## src/rtl/pfd_synth_pkg.sv

```systemverilog
// Package: shared mode encoding for the synthesizer core.
// Assumes the two mode pins are static during normal operation.
package pfd_synth_pkg;
    typedef enum logic [1:0] {
        MD_ACTIVE_HI = 2'b00,
        MD_OPEN_REF  = 2'b01,
        MD_ACTIVE_FB = 2'b10,
        MD_INVERT_LO = 2'b11
    } mode_e;
endpackage

```

## src/rtl/strobe_div.sv

```systemverilog
// strobe_div: counts input strobes and emits a one-cycle registered strobe
// on every (last_i+1)-th input strobe. The clear_i input restarts the count.
// Assumes last_i is stable except when clear_i is raised.
module strobe_div #(
    parameter int CNT_W = 6
) (
    input  logic             clk,
    input  logic             rst_n,
    input  logic             clear_i,
    input  logic             stb_i,
    input  logic [CNT_W-1:0] last_i,
    output logic             div_o
);
    logic [CNT_W-1:0] cnt;

    // Count strobes and fire on the terminal count.
    always_ff @(posedge clk) begin
        if (!rst_n || clear_i) begin
            cnt   <= '0;
            div_o <= 1'b0;
        end else begin
            div_o <= 1'b0;
            if (stb_i) begin
                if (cnt == last_i) begin
                    cnt   <= '0;
                    div_o <= 1'b1;
                end else begin
                    cnt <= cnt + 1'b1;
                end
            end
        end
    end
endmodule

```

## src/rtl/pfd_detector.sv

```systemverilog
// pfd_detector: two set-only flip-flops (UP from the reference, DOWN from the
// feedback). Once both are set, they clear together after CLR_DELAY cycles.
// Strobes that arrive during that window are held and applied after the clear.
// Assumes CLR_DELAY >= 1.
module pfd_detector #(
    parameter int CLR_DELAY = 3
) (
    input  logic clk,
    input  logic rst_n,
    input  logic ref_ev,
    input  logic fb_ev,
    output logic up_q,
    output logic dn_q
);
    localparam int DLY_W = $clog2(CLR_DELAY + 1);

    logic [DLY_W-1:0] dly_cnt;
    logic             held_up;
    logic             held_dn;
    logic             both;

    // Coincidence flag that opens the clear window.
    always_comb both = up_q & dn_q;

    // Set, window count, clear and deferred-strobe handling.
    always_ff @(posedge clk) begin
        if (!rst_n) begin
            up_q    <= 1'b0;
            dn_q    <= 1'b0;
            held_up <= 1'b0;
            held_dn <= 1'b0;
            dly_cnt <= '0;
        end else if (both) begin
            held_up <= held_up | ref_ev;
            held_dn <= held_dn | fb_ev;
            if (dly_cnt == DLY_W'(CLR_DELAY - 1)) begin
                up_q    <= 1'b0;
                dn_q    <= 1'b0;
                dly_cnt <= '0;
            end else begin
                dly_cnt <= dly_cnt + 1'b1;
            end
        end else begin
            up_q    <= up_q | ref_ev | held_up;
            dn_q    <= dn_q | fb_ev | held_dn;
            held_up <= 1'b0;
            held_dn <= 1'b0;
            dly_cnt <= '0;
        end
    end
endmodule

```

## src/rtl/pfd_out_ctrl.sv

```systemverilog
// pfd_out_ctrl: decodes the mode pins into pump enable, polarity and the
// monitor source. Purely combinational; assumes registered inputs.
module pfd_out_ctrl
    import pfd_synth_pkg::*;
(
    input  logic [1:0] mode_i,
    input  logic       up_q,
    input  logic       dn_q,
    input  logic       ref_div,
    input  logic       fb_div,
    output logic       up_o,
    output logic       dn_o,
    output logic       cp_en_o,
    output logic       mux_o
);
    // Mode decode for all four outputs.
    always_comb begin
        unique case (mode_e'(mode_i))
            MD_ACTIVE_HI: begin cp_en_o = 1'b1; up_o = up_q;  dn_o = dn_q;  mux_o = 1'b1;    end
            MD_OPEN_REF:  begin cp_en_o = 1'b0; up_o = 1'b0;  dn_o = 1'b0;  mux_o = ref_div; end
            MD_ACTIVE_FB: begin cp_en_o = 1'b1; up_o = up_q;  dn_o = dn_q;  mux_o = fb_div;  end
            default:      begin cp_en_o = 1'b1; up_o = dn_q;  dn_o = up_q;  mux_o = 1'b0;    end
        endcase
    end
endmodule

```

## src/rtl/pfd_synth_core.sv

```systemverilog
// pfd_synth_core: fixed reference halving, pin-selected feedback divider,
// phase-frequency detector with timed coincidence clear, and mode decode.
// Assumes all inputs are synchronous to clk and strobes last one cycle.
module pfd_synth_core #(
    parameter int REF_RATIO    = 2,
    parameter int FB_BASE_LOG2 = 3,
    parameter int CLR_DELAY    = 3
) (
    input  logic       clk,
    input  logic       rst_n,
    input  logic       ref_stb,
    input  logic       fb_stb,
    input  logic [1:0] nsel_i,
    input  logic [1:0] mode_i,
    output logic       up_o,
    output logic       dn_o,
    output logic       cp_en_o,
    output logic       mux_o
);
    localparam int REF_CNT_W = (REF_RATIO > 2) ? $clog2(REF_RATIO) : 1;
    localparam int FB_CNT_W  = FB_BASE_LOG2 + 3;

    logic [1:0]          nsel_q;
    logic                sel_chg;
    logic [FB_CNT_W:0]   fb_pow;
    logic [FB_CNT_W-1:0] fb_last;
    logic                ref_div;
    logic                fb_div;
    logic                up_raw;
    logic                dn_raw;

    // Remember the select pins to detect a ratio change.
    always_ff @(posedge clk) begin
        if (!rst_n) nsel_q <= 2'b00;
        else        nsel_q <= nsel_i;
    end

    // Terminal count for the selected feedback ratio.
    always_comb begin
        sel_chg = (nsel_i != nsel_q);
        fb_pow  = (FB_CNT_W + 1)'(1) << (FB_BASE_LOG2 + int'(nsel_i));
        fb_last = fb_pow[FB_CNT_W-1:0] - FB_CNT_W'(1);
    end

    strobe_div #(.CNT_W(REF_CNT_W)) u_ref_div (
        .clk(clk), .rst_n(rst_n), .clear_i(1'b0), .stb_i(ref_stb),
        .last_i(REF_CNT_W'(REF_RATIO - 1)), .div_o(ref_div)
    );

    strobe_div #(.CNT_W(FB_CNT_W)) u_fb_div (
        .clk(clk), .rst_n(rst_n), .clear_i(sel_chg), .stb_i(fb_stb),
        .last_i(fb_last), .div_o(fb_div)
    );

    pfd_detector #(.CLR_DELAY(CLR_DELAY)) u_det (
        .clk(clk), .rst_n(rst_n), .ref_ev(ref_div), .fb_ev(fb_div),
        .up_q(up_raw), .dn_q(dn_raw)
    );

    pfd_out_ctrl u_out (
        .mode_i(mode_i), .up_q(up_raw), .dn_q(dn_raw),
        .ref_div(ref_div), .fb_div(fb_div),
        .up_o(up_o), .dn_o(dn_o), .cp_en_o(cp_en_o), .mux_o(mux_o)
    );
endmodule

```

## config.mk

```make
export PLATFORM = sky130hd
export DESIGN_NAME = pfd_synth_core
export DESIGN_NICKNAME = d
export VERILOG_FILES = /design/src/rtl/pfd_synth_pkg.sv /design/src/rtl/strobe_div.sv /design/src/rtl/pfd_detector.sv /design/src/rtl/pfd_out_ctrl.sv /design/src/rtl/pfd_synth_core.sv
export SDC_FILE = /design/constraint.sdc
export NUM_CORES = 1
export LEC_CHECK = 0
export ABC_AREA = 1
export CAP_MARGIN = 5
export CORE_MARGIN = 2
export CORE_UTILIZATION = 41
export DETAILED_ROUTE_END_ITERATION = 10
export DONT_BUFFER_PORTS = 1
export GPL_TIMING_DRIVEN = 0
export PLACE_DENSITY = 0.66
export SYNTH_ARGS = -nofsm -noshare
export SYNTH_HDL_FRONTEND = slang
export SYNTH_HIERARCHICAL = 1
export SYNTH_SLANG_ARGS = --single-unit
```

## constraint.sdc

```tcl
create_clock -name clk -period 1.2 [get_ports clk]
set_input_delay 0.24 -clock clk [delete_from_list [all_inputs] [get_ports clk]]
set_output_delay 0.24 -clock clk [all_outputs]
set_load 0.01 [all_outputs]
```

==> results.toml, run 1 <==
[run_status]
outcome = "complete, no violations"

[global_route]
busiest_layer = "met2"
overflow = 0
met3_usage_pct = 2.92
grt_max_degree = 10
grt_pass1_wl_um = 2560
antenna_found_initial = 0
use_met1_pct = 14.4
grt_pass1_vias = 674
grt.total_usage_pct = 13.1
gr-usage-met2_pct = 24.1

[timing]
max_freq_mhz = 869
rsz0062_at_grt = "no"
skew_ns = 0.00126
finalMaxSlewViolations = 0
layout_min_cycle_time_ns = 1.15
fin_crit_sh_pct = 95.9
hold_violations = 0
finalSetupViolCount = 0

[route]
drt_pass1_iterations = 4
drc = 0
post_drt_wl_per_cell_um = 8.56
drt-initial-drc-count = 4
routed_wl_um = 1470
drtAntennaViolNets = 0
via_per_inst = 4.31
num_vias = 742

[worst_setup_path]
slowest_stage = "dfxtp_2"
path_cells = "inv_2 -> nand2_1 -> nand2_1 -> nor2_2"
cp_max_fo = 3
r2r-start = "u_fb_div/cnt[0]"
critPathBufInv = 1
worstSetupPathType = "flop to output port"
crit_family = "flip-flops"
crit_arrival_ns = 0.91
critPathCapture = "mux_o"
crit_path_max_incr_delay_ns = 0.35
cp.depth = 4
r2r_cells = 7
start_kind = "flop"
timing.critical_path.mode_cell = "nand2_1"
r2r_setup_slack_ns = 0.12
worst_setup_path_end_kind = "output port"
rr_endpoint = "u_fb_div/cnt[0]"
startpoint = "u_fb_div/div_o"
crit_required_ns = 0.96

[layout]
antenna_cells = 0
syn_to_final_growth_pct = 11.4
drive_above_1_share_pct = 13.1
utilization_pct = 49.6
multi_input_area_um2 = 475
nFillCells = 209
regArea_um2 = 350
nNetsFinal = 158

[logic_synthesis]
synth.most_common_cell = "nand2_1"
synth_top_area_cell = "dfxtp_1"
synthFlopType = "dfxtp_1"
synth_common_cells = "nand2_1, inv_1, nor2_1"
syn_avg_cell_area_um2 = 6.57
yosys-top-cells-area = "dfxtp_1, nand2_1, inv_1"
ys_seq_area_share_pct = 37.8
synth_seq_cells = 17
syn_area_um2 = 900
synth_edf_count = 0
yosysWarnings = 6
yosysUniqueCellTypes = 19
synth_cells = 137
synth_top_cell_area_share_pct = 37.8
synthArstFlopShare_pct = 0

[flow_run]
drv_cap = 0

[hold_path]
hold_class = "input pin to flop"

[placement]
dp_hpwl_um = 1140
port-buffer-count = 0
gp_congestion = 0.722

[clock_network]
cts_tree = "yes"
ctsHoldBuffers = 0
cts_root_buf = "clkbuf_4"
clk_latency_ns = 0.28
numCtsBuffers = 3
cts-htree-levels = 1
post_cts_buffers = 0
path_clk_slew_ns = 0.09
cts.path.max_buffers = 2
cts_num_sinks = 17

[floorplan]
die_h_um = 50.8
fp.dieW_um = 50.8
fp-row-count = 16
io_pins = 12
core_um2 = 2020
dieArea_um2 = 2580
initial_core_util_pct = 44.5

[power]
max-vdd-ir-drop_uv = 617
powerDensity_nw_per_um2 = 968
total_power_mw = 0.970
power_leakage_nw = 0.489
[worst min path at each step]
stage	from	slack (ns)	depth (start not counted)	end
final	nsel_i[1]	0.05	2	nsel_q[1]
after global routing	nsel_i[0]	0.05	2	nsel_q[0]
after CTS	nsel_i[1]	0.04	2	nsel_q[1]
after detailed placement	nsel_i[1]	0.34	2	nsel_q[1]
after global placement	nsel_i[0]	0.34	2	nsel_q[0]
after floorplan	nsel_i[0]	0.33	2	nsel_q[0]
[stage by stage]
stage | TNS, ns | hold WS (ns) | cell area, um2 | std cells | setup WS [ns]
floorplan | 0 | 0.333 | 915 | 141 | 0.174
global placement | 0 | 0.336 | 948 | 168 | 0.0109
detailed placement | -0.00942 | 0.344 | 948 | 168 | -0.00693
CTS | 0 | 0.0434 | 988 | 172 | 0.0151
global route | 0 | 0.0483 | 1000 | 172 | 0.00613
finish | 0 | 0.0499 | 1000 | 172 | 0.0494
[sequential cells by signal, indices dropped and copies added (netlist names)]
signal,flops
u_det/held_dn,1
u_det/held_up,1
u_ref_div/div_o,1
u_fb_div/cnt,6
u_fb_div/div_o,1
u_det/dn_q,1
u_det/dly_cnt,2
nsel_q,2
u_det/up_q,1
u_ref_div/cnt,1
[power by group]
| group | internal, mW | leakage (nW) | switching, mW |
|---|---|---|---|
| clock network | 0.129 | 0.0150 | 0.165 |
| registers | 0.572 | 0.141 | 0.00756 |
| logic | 0.0389 | 0.333 | 0.0570 |
| total | 0.740 | 0.489 | 0.230 |
[cells in the final DEF (no fill, tap or decap)]
cell,count
nand2_1,38
inv_1,25
nor2_1,19
dfxtp_1,11
conb_1,6
nand3_1,5
dfxtp_2,5
xnor2_1,4
inv_2,4
ha_1,4
clkbuf_1,3
clkbuf_4,3
or2_1,2
nor3_1,2
nand4_1,2
o21ai_0,2
xor2_1,2
o21ai_2,2
dfxtp_4,1
nand2_4,1
and3_1,1
nor3_4,1
nor2_2,1
a21oi_2,1
[final cells by class]
class,instances,area share (%)
buffer,2,0.749
clock buffer,4,2.62
inverter,29,10.9
multi-input combinational,93,47.4
sequential,17,35.0
tap,27,3.37
[per-layer routing]
| metal | vias up | part of all wire [%] | routed length (um) |
|---|---|---|---|
| li1 | 411 | - | - |
| met1 | 318 | 48 | 705 |
| met2 | 11 | 47 | 698 |
| met3 | 2 | 3.6 | 53 |
| met4 | 0 | 0.95 | 14 |
| met5 | - | 0 | 0 |
[timing repair]
action	in CTS	in global routing
setup endpoints to repair	9	9
pin swaps	0	0
resized for setup	6	8
[cells by family (layout without fill, tap and decap cells)]
logic type	count (synthesis)	count (layout)	share of synthesized area [%]
fa+ha+maj	4	4	5.56
other cells	2	6	0.835
xor+xnor	6	6	5.84
flops	17	17	37.8
simple gates	72	72	33.8
compound gates	5	5	3.20
buf+inv	31	35	12.9
No activity file was read; power rests on OpenSTA's default activity.
==> run 2, diff against run 1 <==
Settings changed: ABC_AREA 1 to default.
==> run 2 against run 1 <==
  * Critical path depth decreased by 2
  * Synthesized area down 4.3%
  * Combinational power hardly changed
  * Largest power group unchanged
  * Clock power decreased by 2%
  * Power is 0.62% lower
  * Sequential share of layout area increased by 0.90 points
  * Worst hold slack better by 0.028 ns
  * Worst setup slack got worse by 0.026 ns
  * Critical endpoint unchanged
==> results.toml, run 2 <==
[power]
p_seq_share_pct = 60.3
intPower_mw = 0.750
swShare_pct = 22.2
powerDensity_nw_per_um2 = 990
clock_power_share_pct = 29.8
power_frac_comb_pct = 10.0
p_switching_mw = 0.214
max-vdd-ir-drop_uv = 533
power_leakage_nw = 0.366

[timing]
skew_ns = 0.00122
fin_crit_sh_pct = 98.1
max_freq_mhz = 850
finalSetupViolCount = 0
rsz0062_at_grt = "yes"
worst_hold_slack_ns = 0.0779
hold_violations = 0
layout_min_cycle_time_ns = 1.18
finalMaxSlewViolations = 0

[logic_synthesis]
synth_cells = 88
synth_seq_cells = 17
synth_edf_count = 0
syn_avg_cell_area_um2 = 9.78
synth_top_area_cell = "dfxtp_1"
ys_seq_area_share_pct = 39.5
synth.most_common_cell = "dfxtp_1"
syn_area_um2 = 861
synth_common_cells = "dfxtp_1, nand3_1, xnor2_1, xor2_1"
synthFlopType = "dfxtp_1"
yosysUniqueCellTypes = 33
synthArstFlopShare_pct = 0
yosys-top-cells-area = "dfxtp_1, xnor2_1, xor2_1"
yosysWarnings = 6
synth_top_cell_area_share_pct = 39.5

[global_route]
antenna_found_initial = 0
met3_usage_pct = 2.73
grt.total_usage_pct = 13.1
use_met1_pct = 14.7
grt_pass1_wl_um = 2520
grt_pass1_vias = 620
gr-usage-met2_pct = 23.1
busiest_layer = "met2"
grt_max_degree = 10
overflow = 0

[placement]
gp_congestion = 0.767
port-buffer-count = 0
placed_cells = 119
dp_hpwl_um = 1040

[worst_setup_path]
r2r_setup_slack_ns = 0.05
worstSetupPathType = "flop to output port"
worst_setup_path_end_kind = "output port"
cp_max_fo = 2
start_kind = "flop"
crit_arrival_ns = 0.94
crit_required_ns = 0.96

[clock_network]
cts_root_buf = "clkbuf_4"
clk_latency_ns = 0.28
path_clk_slew_ns = 0.09
cts-htree-levels = 1
cts_tree = "yes"
cts.path.max_buffers = 2
ctsHoldBuffers = 0
cts_num_sinks = 17
numCtsBuffers = 3

[layout]
final_cell_mix = "dfxtp_1, dfxtp_2"
antenna_cells = 0
largest-register = "u_fb_div/cnt"
drive_above_1_share_pct = 26.8
stdcell_count = 124
largest_registers = "u_fb_div/cnt: 6 flops, nsel_q: 2 flops, u_det/dly_cnt: 2 flops"
layout_commonest_cell = "dfxtp_1"
largest_reg_flops = 6
syn_to_final_growth_pct = 13.1
nNetsFinal = 110

[route]
post_drt_wl_per_cell_um = 11.2
drc = 0
num_vias = 611
routed_wl_um = 1380
via_per_inst = 4.93
drt-initial-drc-count = 5
drtAntennaViolNets = 0
drt_pass1_iterations = 3

[floorplan]
fp-row-count = 16
core_um2 = 1960
dieArea_um2 = 2480
io_pins = 12
initial_core_util_pct = 43.9
fp.dieW_um = 49.8
die_h_um = 49.8

[run_status]
outcome = "complete, no violations"

[flow_run]
drv_cap = 0

[hold_path]
hold_class = "input pin to flop"
run 2: changes by cell type in the layout (fill, tap and decap cells not counted), moves of 4 or more:
cell      previous run  this run
nand2_1             38         2
a211oi_1             0         4
xor2_1               2         6
inv_2                4         0
nor2_1              19         4
inv_1               25         5
run 2: cell type report:
| cell class | count | area (um2) |
|---|---|---|
| inverter | 5 | 18.8 |
| fill | 205 | 988 |
| timing repair buffer | 1 | 7.51 |
| buffer | 4 | 26.3 |
| tap | 27 | 33.8 |
| sequential | 17 | 349 |
| clock buffer | 4 | 26.3 |
| multi-input combinational | 66 | 512 |
run 2: stage by stage:
step / power [mW] / worst slack [ns] / TNS [ns] / utilization, % / area, um2
3_5_place_dp: 0.682 / -0.0887 / -0.549 / 46.4 / 910
5_1_grt: 1.02 / -0.0264 / -0.0495 / 49.6 / 973
2_1_floorplan: 0.670 / 0.0624 / 0 / - / 876
4_1_cts: 0.985 / -0.00288 / -0.00288 / 49.0 / 962
3_3_place_gp: 0.679 / -0.0848 / -0.554 / 46.4 / 910
6_report: 0.964 / 0.0232 / 0 / 49.6 / 973
run 2: worst max-delay path: stages (launching register included):
cell,delay (ns)
dfxtp_2,0.33
and2b_1,0.18
a21oi_2,0.15
run 2: final timing paths:
check	startpoint	to	depth (start not counted)
worst min register to register	u_det/dly_cnt[0]	u_det/dly_cnt[0]	1
worst min-delay path	nsel_i[0]	nsel_q[0]	1
worst max-delay path	u_fb_div/div_o	mux_o	2
worst max register to register	u_fb_div/cnt[2]	u_fb_div/cnt[5]	3
run 2: layer usage:
| metal | up-vias | routed length [um] |
|---|---|---|
| li1 | 318 | - |
| met2 | 8 | 692 |
| met3 | 2 | 38 |
| met5 | - | 0 |
| met1 | 283 | 642 |
| met4 | 0 | 10 |
run 2: kinds of logic (layout without fill, tap and decap cells):
| family | Yosys count | after routing | synth area share, % |
|---|---|---|---|
| AO/OA/AOI/OAI | 12 | 12 | 11.2 |
| XOR/XNOR | 12 | 12 | 12.2 |
| adder cells (fa/ha/maj) | 4 | 4 | 5.81 |
| buffers and inverters | 9 | 14 | 5.23 |
| flip-flops | 17 | 17 | 39.5 |
| multiplexers | 2 | 2 | 2.33 |
| other | 2 | 6 | 0.872 |
| AND/OR/NAND/NOR | 30 | 30 | 22.8 |
run 2: timing repair:
| action | CTS | global route |
|---|---|---|
| endpoints found under the hold margin | 0 | 0 |
| gates resized for setup | 8 | 5 |
| setup buffers | 1 | 0 |
| pin swaps | 0 | 0 |
| endpoints found under the setup margin | 10 | 10 |
run 2: power by group through the flow:
stage                     Sequential [mW]  Combinational (mW)  Clock, mW
after floorplan                     0.592              0.0783          0
after global placement              0.594              0.0856          0
after detailed placement            0.594              0.0882          0
after CTS                           0.581              0.0934      0.310
after global routing                0.582               0.108      0.334
final                               0.581              0.0960      0.287
